`config.mk`:
```
export PLATFORM = sky130hd
export DESIGN_NAME = pgload_top
export DESIGN_NICKNAME = d
export VERILOG_FILES = /design/src/rtl/pgload_pkg.sv /design/src/rtl/pgload_buf.sv /design/src/rtl/pgload_timer.sv /design/src/rtl/pgload_prog.sv /design/src/rtl/pgload_top.sv
export SDC_FILE = /design/constraint.sdc
export NUM_CORES = 1
export LEC_CHECK = 0
export BUFFER_PORTS_ARGS = -buffer_cell sky130_fd_sc_hd__buf_4
export CAP_MARGIN = 20
export CORE_UTILIZATION = 57
export DETAILED_ROUTE_END_ITERATION = 10
export GPL_ROUTABILITY_DRIVEN = 0
export PLACE_DENSITY = 0.76
export SLEW_MARGIN = 20
export SYNTH_ARGS = -nofsm -noshare
export SYNTH_HDL_FRONTEND = slang
export SYNTH_SLANG_ARGS = --single-unit
```
`constraint.sdc`:
```
create_clock -name clk -period 2.87 [get_ports clk]
set_clock_uncertainty 0.05 [all_clocks]
set_input_delay 0.574 -clock clk [delete_from_list [all_inputs] [get_ports clk]]
set_output_delay 0.574 -clock clk [all_outputs]
set_load 0.03 [all_outputs]
```
`src/rtl/pgload_pkg.sv`:
```
package pgload_pkg;

    typedef enum logic [1:0] {
        ST_IDLE = 2'd0,
        ST_LOAD = 2'd1,
        ST_PROG = 2'd2
    } pg_state_e;

    localparam logic [7:0] ERASED_BYTE = 8'hFF;

endpackage

```
`src/rtl/pgload_buf.sv`:
```
module pgload_buf #(
    parameter int PAGE_BYTES = 128,
    parameter int DATA_W     = 8,
    localparam int OFF_W     = $clog2(PAGE_BYTES)
) (
    input  logic              clk,
    input  logic              rst_n,
    input  logic              clr_mask,
    input  logic              we,
    input  logic [OFF_W-1:0]  waddr,
    input  logic [DATA_W-1:0] wdata,
    input  logic [OFF_W-1:0]  raddr,
    output logic [DATA_W-1:0] rdata
);
    logic [DATA_W-1:0]     slot_q [PAGE_BYTES];
    logic [PAGE_BYTES-1:0] filled_q;

    // Data slots carry no reset; validity lives in the written-mask.
    genvar gi;
    generate
        for (gi = 0; gi < PAGE_BYTES; gi++) begin : g_slot
            always_ff @(posedge clk) begin
                if (we && (waddr == OFF_W'(gi))) begin
                    slot_q[gi] <= wdata;
                end
            end
        end
    endgenerate

    always_ff @(posedge clk or negedge rst_n) begin
        if (!rst_n) begin
            filled_q <= '0;
        end else begin
            if (clr_mask) begin
                filled_q <= '0;
            end
            if (we) begin
                filled_q[waddr] <= 1'b1;
            end
        end
    end

    always_comb begin
        if (filled_q[raddr]) begin
            rdata = slot_q[raddr];
        end else begin
            rdata = {DATA_W{1'b1}};
        end
    end

    // a cleared page exposes only the slot being written in that cycle
    a_r10_mask_fresh: assert property (@(posedge clk) disable iff (!rst_n)
        ($past(clr_mask) && $past(we)) |-> ($countones(filled_q) == 1))
        else $error("a_r10_mask_fresh");

endmodule

```
`src/rtl/pgload_timer.sv`:
```
module pgload_timer #(
    parameter int TIMEOUT_CYC = 20000,
    localparam int CNT_W      = $clog2(TIMEOUT_CYC + 1)
) (
    input  logic clk,
    input  logic rst_n,
    input  logic run,
    input  logic restart,
    output logic expire
);
    logic [CNT_W-1:0] idle_q;

    always_ff @(posedge clk or negedge rst_n) begin
        if (!rst_n) begin
            idle_q <= '0;
        end else if (restart || !run) begin
            idle_q <= '0;
        end else if (idle_q != CNT_W'(TIMEOUT_CYC - 1)) begin
            idle_q <= idle_q + 1'b1;
        end
    end

    assign expire = run && !restart && (idle_q == CNT_W'(TIMEOUT_CYC - 1));

    // idle count never runs past the window
    a_r6_timer_bound: assert property (@(posedge clk) disable iff (!rst_n)
        idle_q < CNT_W'(TIMEOUT_CYC))
        else $error("a_r6_timer_bound");

    // a load always restarts the window
    a_r6_restart: assert property (@(posedge clk) disable iff (!rst_n)
        (run && restart) |=> (idle_q == '0))
        else $error("a_r6_restart");

endmodule

```
`src/rtl/pgload_prog.sv`:
```
module pgload_prog #(
    parameter int PAGE_BYTES = 128,
    parameter int PROG_CYC   = 500000,
    localparam int OFF_W     = $clog2(PAGE_BYTES),
    localparam int PROG_LEN  = (PROG_CYC > PAGE_BYTES) ? PROG_CYC : PAGE_BYTES,
    localparam int CNT_W     = $clog2(PROG_LEN + 1)
) (
    input  logic             clk,
    input  logic             rst_n,
    input  logic             active,
    output logic             stream,
    output logic [OFF_W-1:0] slot,
    output logic             done
);
    logic [CNT_W-1:0] tick_q;

    always_ff @(posedge clk or negedge rst_n) begin
        if (!rst_n) begin
            tick_q <= '0;
        end else if (!active || done) begin
            tick_q <= '0;
        end else begin
            tick_q <= tick_q + 1'b1;
        end
    end

    assign stream = active && (tick_q < CNT_W'(PAGE_BYTES));
    assign slot   = tick_q[OFF_W-1:0];
    assign done   = active && (tick_q == CNT_W'(PROG_LEN - 1));

    // the tick never passes the programming length
    a_r8_tick_bound: assert property (@(posedge clk) disable iff (!rst_n)
        tick_q < CNT_W'(PROG_LEN))
        else $error("a_r8_tick_bound");

    // consecutive streamed slots ascend by one
    a_r7_slot_step: assert property (@(posedge clk) disable iff (!rst_n)
        (stream && $past(stream)) |-> (slot == $past(slot) + 1'b1))
        else $error("a_r7_slot_step");

endmodule

```
`src/rtl/pgload_top.sv`:
```
module pgload_top #(
    parameter int ADDR_W      = 17,
    parameter int DATA_W      = 8,
    parameter int PAGE_BYTES  = 128,
    parameter int TIMEOUT_CYC = 20000,
    parameter int PROG_CYC    = 500000,
    localparam int OFF_W      = $clog2(PAGE_BYTES),
    localparam int PG_W       = ADDR_W - OFF_W
) (
    input  logic              clk,
    input  logic              rst_n,
    input  logic              ld_valid,
    input  logic [ADDR_W-1:0] ld_addr,
    input  logic [DATA_W-1:0] ld_data,
    output logic              busy,
    output logic              ld_reject,
    output logic              wr_en,
    output logic [ADDR_W-1:0] wr_addr,
    output logic [DATA_W-1:0] wr_data
);
    import pgload_pkg::*;

    pg_state_e        state_q, state_d;
    logic [PG_W-1:0]  page_q;
    logic             accept, first_load, tmr_expire;
    logic             prog_stream, prog_done;
    logic [OFF_W-1:0] prog_slot;
    logic [DATA_W-1:0] buf_rd;

    assign accept     = ld_valid && (state_q != ST_PROG);
    assign first_load = ld_valid && (state_q == ST_IDLE);

    // State register
    always_ff @(posedge clk or negedge rst_n) begin
        if (!rst_n) begin
            state_q <= ST_IDLE;
        end else begin
            state_q <= state_d;
        end
    end

    // Next state
    always_comb begin
        state_d = state_q;
        unique case (state_q)
            ST_IDLE: if (ld_valid)   state_d = ST_LOAD;
            ST_LOAD: if (tmr_expire) state_d = ST_PROG;
            ST_PROG: if (prog_done)  state_d = ST_IDLE;
            default:                 state_d = ST_IDLE;
        endcase
    end

    // Page number follows the last accepted load
    always_ff @(posedge clk or negedge rst_n) begin
        if (!rst_n) begin
            page_q <= '0;
        end else if (accept) begin
            page_q <= ld_addr[ADDR_W-1:OFF_W];
        end
    end

    pgload_buf #(
        .PAGE_BYTES (PAGE_BYTES),
        .DATA_W     (DATA_W)
    ) u_buf (
        .clk      (clk),
        .rst_n    (rst_n),
        .clr_mask (first_load),
        .we       (accept),
        .waddr    (ld_addr[OFF_W-1:0]),
        .wdata    (ld_data),
        .raddr    (prog_slot),
        .rdata    (buf_rd)
    );

    pgload_timer #(
        .TIMEOUT_CYC (TIMEOUT_CYC)
    ) u_timer (
        .clk     (clk),
        .rst_n   (rst_n),
        .run     (state_q == ST_LOAD),
        .restart (accept),
        .expire  (tmr_expire)
    );

    pgload_prog #(
        .PAGE_BYTES (PAGE_BYTES),
        .PROG_CYC   (PROG_CYC)
    ) u_prog (
        .clk    (clk),
        .rst_n  (rst_n),
        .active (state_q == ST_PROG),
        .stream (prog_stream),
        .slot   (prog_slot),
        .done   (prog_done)
    );

    // Outputs
    always_comb begin
        busy      = 1'b0;
        ld_reject = 1'b0;
        wr_en     = 1'b0;
        wr_addr   = {page_q, prog_slot};
        wr_data   = buf_rd;
        unique case (state_q)
            ST_IDLE, ST_LOAD: begin
                busy = 1'b0;
            end
            ST_PROG: begin
                busy      = 1'b1;
                ld_reject = ld_valid;
                wr_en     = prog_stream;
            end
            default: begin
                busy = 1'b0;
            end
        endcase
    end

    // a reject only happens while busy
    a_r9_reject_busy: assert property (@(posedge clk) disable iff (!rst_n)
        ld_reject |-> busy)
        else $error("a_r9_reject_busy");

    // array writes only while busy
    a_r7_wr_in_busy: assert property (@(posedge clk) disable iff (!rst_n)
        wr_en |-> busy)
        else $error("a_r7_wr_in_busy");

    // busy rises only after the timer expired in the previous cycle
    a_r7_start_on_expire: assert property (@(posedge clk) disable iff (!rst_n)
        $rose(busy) |-> $past(tmr_expire))
        else $error("a_r7_start_on_expire");

    // the stream opens with slot 0 in the first busy cycle
    a_r7_first_slot: assert property (@(posedge clk) disable iff (!rst_n)
        $rose(busy) |-> (wr_en && (wr_addr[OFF_W-1:0] == '0)))
        else $error("a_r7_first_slot");

    // page number is frozen while busy
    a_r5_page_frozen: assert property (@(posedge clk) disable iff (!rst_n)
        (busy && $past(busy)) |-> $stable(wr_addr[ADDR_W-1:OFF_W]))
        else $error("a_r5_page_frozen");

    // busy falls only when the programming time has run out
    a_r8_no_abort: assert property (@(posedge clk) disable iff (!rst_n)
        $fell(busy) |-> $past(prog_done))
        else $error("a_r8_no_abort");

endmodule

```
==> results.cfg <==
[placement]
dp_hpwl_mm = 74.7
io_buffers = 55

[logic_synthesis]
synth_area_sq_um = 47100
synth-edff-count = 1024
yosysSeqAreaShare = 0.745
synth_top_family_by_area = multiplexers
synth_seq_cells = 1198
synth_mux_area_frac = 0.144
synthSimpleGateAreaFrac = 0.0346
async_flop_share = 0.145
synth_compound_area_frac = 0.0526
synth_warnings = 0
synthXorXnorAreaFrac = 0.00446
synth_ff_type = edfxtp_1
synthAdderAreaFrac = 0.000531
synthCells = 2421
syn_nets = 2451
synth.distinct_cells = 54
syn_avg_cell_area_sq_um = 19.5

[worst_hold_path]
hp-class = input port to flop

[layout]
syn_to_final_growth_pct = 19.6
fillers = 4894
diodes = 0
finalNetCount = 2863
utilization = 0.687
layout_common_cells = edfxtp_1, buf_4, mux4_2, dfrtp_1, nor2_1
drive_gt1_frac = 0.341
layout_commonest_cell = edfxtp_1

[sta]
setup_viol = 8
finalCritPeriodShare = 1.41
rsz0062_at_grt = true
worstMarginPinSlew_ns = 0.928
drv_slew = 0
fin_setup_tns_ns = -9.22
final_hold_viol_count = 0
timing.hold.ws_ns = 0.0267
max_freq_ghz = 0.246
min_period_ns = 4.06
setup_slack_ns = -1.19
slew_headroom = 0.379

[worst_setup_path]
worstSetupEndpointType = output pin
critPathMaxStageDelay_ns = 0.51
path_delay_family = compound AO/OA/AOI/OAI gates
critical_path_arrival_ns = 3.44
cp_max_fo = 10
worst-path-buf-inv = 3
crit_path_cell_trace = buf_12 -> bufbuf_16 -> mux4_2 -> a22oi_2 -> nand3_4 -> a221oi_4 -> o22ai_4 -> buf_6
path_class = flop to output pin
worstPathRequired_ns = 2.25
setup.worst_path.start_class = flop
cp_slowest_cell = mux4_2

[pwr]
pwr-share-seq = 0.551
leakage_nw = 20.6
powerDensity_nw_per_um2 = 609
combPwrFrac = 0.012
irDropWorstVdd_mv = 0.560
clkPwrFrac = 0.437
p_sw_frac = 0.196
p_int_mw = 27.6
power_switching_mw = 6.71

[cts]
path_clk_slew_ns = 0.06
cts_tree = built
numCtsBuffers = 113
htreeDepth = 3
clk_latency_ns = 0.68
cts_root_buf = clkbuf_16
cts_sinks = 1198
cts_max_path_buffers = 3

[drt]
routed_via_density = 6.67
drt_wl_total_mm = 121
avgRoutedWirePerCell_um = 30.2
dr.pass1.iters = 6
antenna_left = 0
drt_iter0_drc = 3641
vias = 26700
route.detailed.drc = 0

[floorplan]
die_area_sq_um = 83800
die_w_um = 289
start_util = 0.575
ioPinCount = 56
dieHeight_um = 289
fp-row-count = 105
core_area_sq_um = 82000

[global_routing]
grt_pass1_wl_mm = 178
grt_pass1_vias = 27100
grt_max_degree = 87
overflow = 0
antenna_found_initial = 3
track_usage = 0.294

[outcome]
violations = negative setup slack
status = finished with violations

[flow_run]
cap_violations = 0
## metrics by stage
step / instances / setup slack (ns) / total power, mW / instance area, sq um
after floorplan: 2421 / -0.0284 / 19.3 / 47200
after global placement: 3763 / -1.04 / 19.7 / 51200
after detailed placement: 3763 / -0.963 / 19.7 / 51200
after CTS: 4000 / -1.16 / 34.3 / 56100
after global routing: 4001 / -1.22 / 35.0 / 56300
final: 4001 / -1.19 / 34.3 / 56300
## layer usage
layer,wire (um),vias to the layer above,global-route usage
li1,-,10700,-
met1,44000,13800,0.401
met2,59200,1898,0.465
met3,13200,285,0.0643
met4,4460,6,0.122
met5,38,-,0
## power groups by stage
stage / logic, mW / clock network [mW] / registers [mW]
after global routing: 0.450 / 15.7 / 18.9
after detailed placement: 0.421 / 0 / 19.3
final: 0.424 / 15.0 / 18.9
after global placement: 0.392 / 0 / 19.3
after floorplan: 0.0208 / 0 / 19.3
after CTS: 0.422 / 15.0 / 18.9
## what timing repair did
item / CTS / global route
gates cloned: 8 / 1
endpoints found under the hold margin: 81 / 0
endpoints found under the setup margin: 9 / 8
buffers inserted: 15 / 0
gates resized for setup: 143 / 47
pin swaps: 25 / 24
hold buffers: 1 / 0
## final timing paths
check	startpoint	end	slack, ns	cells past startpoint
worst min-delay path	ld_addr[16]	page_q[9]	0.03	3
min in group asynchronous	rst_n	u_buf.filled_q[6]	0.41	2
worst max register to register	state_q[0]	u_buf.slot_q[53][4]	0.35	4
worst min register to register	u_buf.filled_q[103]	u_buf.filled_q[103]	0.42	1
max in group asynchronous	rst_n	u_buf.filled_q[84]	1.44	3
worst max-delay path	u_prog.tick_q[0]	wr_data[3]	-1.19	8
## kinds of logic (layout without fill, tap and decap cells)
family / count (synthesis) / after routing
fa+ha+maj: 2 / 2
simple gates: 377 / 377
compound gates: 339 / 339
xor+xnor: 24 / 24
flops: 1198 / 1198
buf+inv: 148 / 658
mux: 333 / 333
## cell type report
type / count / area, sq um / area share
Multi-Input combinational cell: 1075 / 11900 / 0.212
Tap cell: 1070 / 1340 / 0.0238
Clock inverter: 49 / 583 / 0.0104
Sequential cell: 1198 / 35100 / 0.623
Timing Repair Buffer: 439 / 4220 / 0.0750
Clock buffer: 164 / 3110 / 0.0552
Inverter: 6 / 22.5 / 0.000400
## tightest hold or removal path: cells and delay by family
family	cells	cell delay, ns
buffers and inverters	1	0.08
AND/OR/NAND/NOR	2	0.08
## registers in the layout, summed over array words and instances (netlist names)
| name | cells |
|---|---|
| u_buf.filled_q | 128 |
| state_q | 2 |
| u_prog.tick_q | 19 |
| u_buf.slot_q | 1024 |
| u_timer.idle_q | 15 |
| page_q | 10 |
## Yosys cell counts, types with 11 or more instances
| cell type | count | share of area |
|---|---|---|
| a211oi_1 | 11 | 0.0018 |
| a21o_1 | 128 | 0.020 |
| a21oi_1 | 59 | 0.0063 |
| a221oi_1 | 16 | 0.0030 |
| a22oi_1 | 48 | 0.0076 |
| a31oi_1 | 11 | 0.0015 |
| buf_2 | 47 | 0.0050 |
| buf_4 | 25 | 0.0040 |
| buf_6 | 15 | 0.0036 |
| clkbuf_1 | 45 | 0.0036 |
| dfrtp_1 | 174 | 0.092 |
| edfxtp_1 | 1024 | 0.65 |
| mux2_2 | 14 | 0.0033 |
| mux2i_1 | 51 | 0.011 |
| mux4_1 | 15 | 0.0084 |
| mux4_2 | 252 | 0.12 |
| nand2_1 | 106 | 0.0084 |
| nand3_1 | 45 | 0.0048 |
| nor2_1 | 170 | 0.014 |
| o221ai_1 | 31 | 0.0058 |
| o22ai_1 | 14 | 0.0019 |
| xor2_1 | 15 | 0.0028 |
No activity file was read; power rests on OpenSTA's default activity.
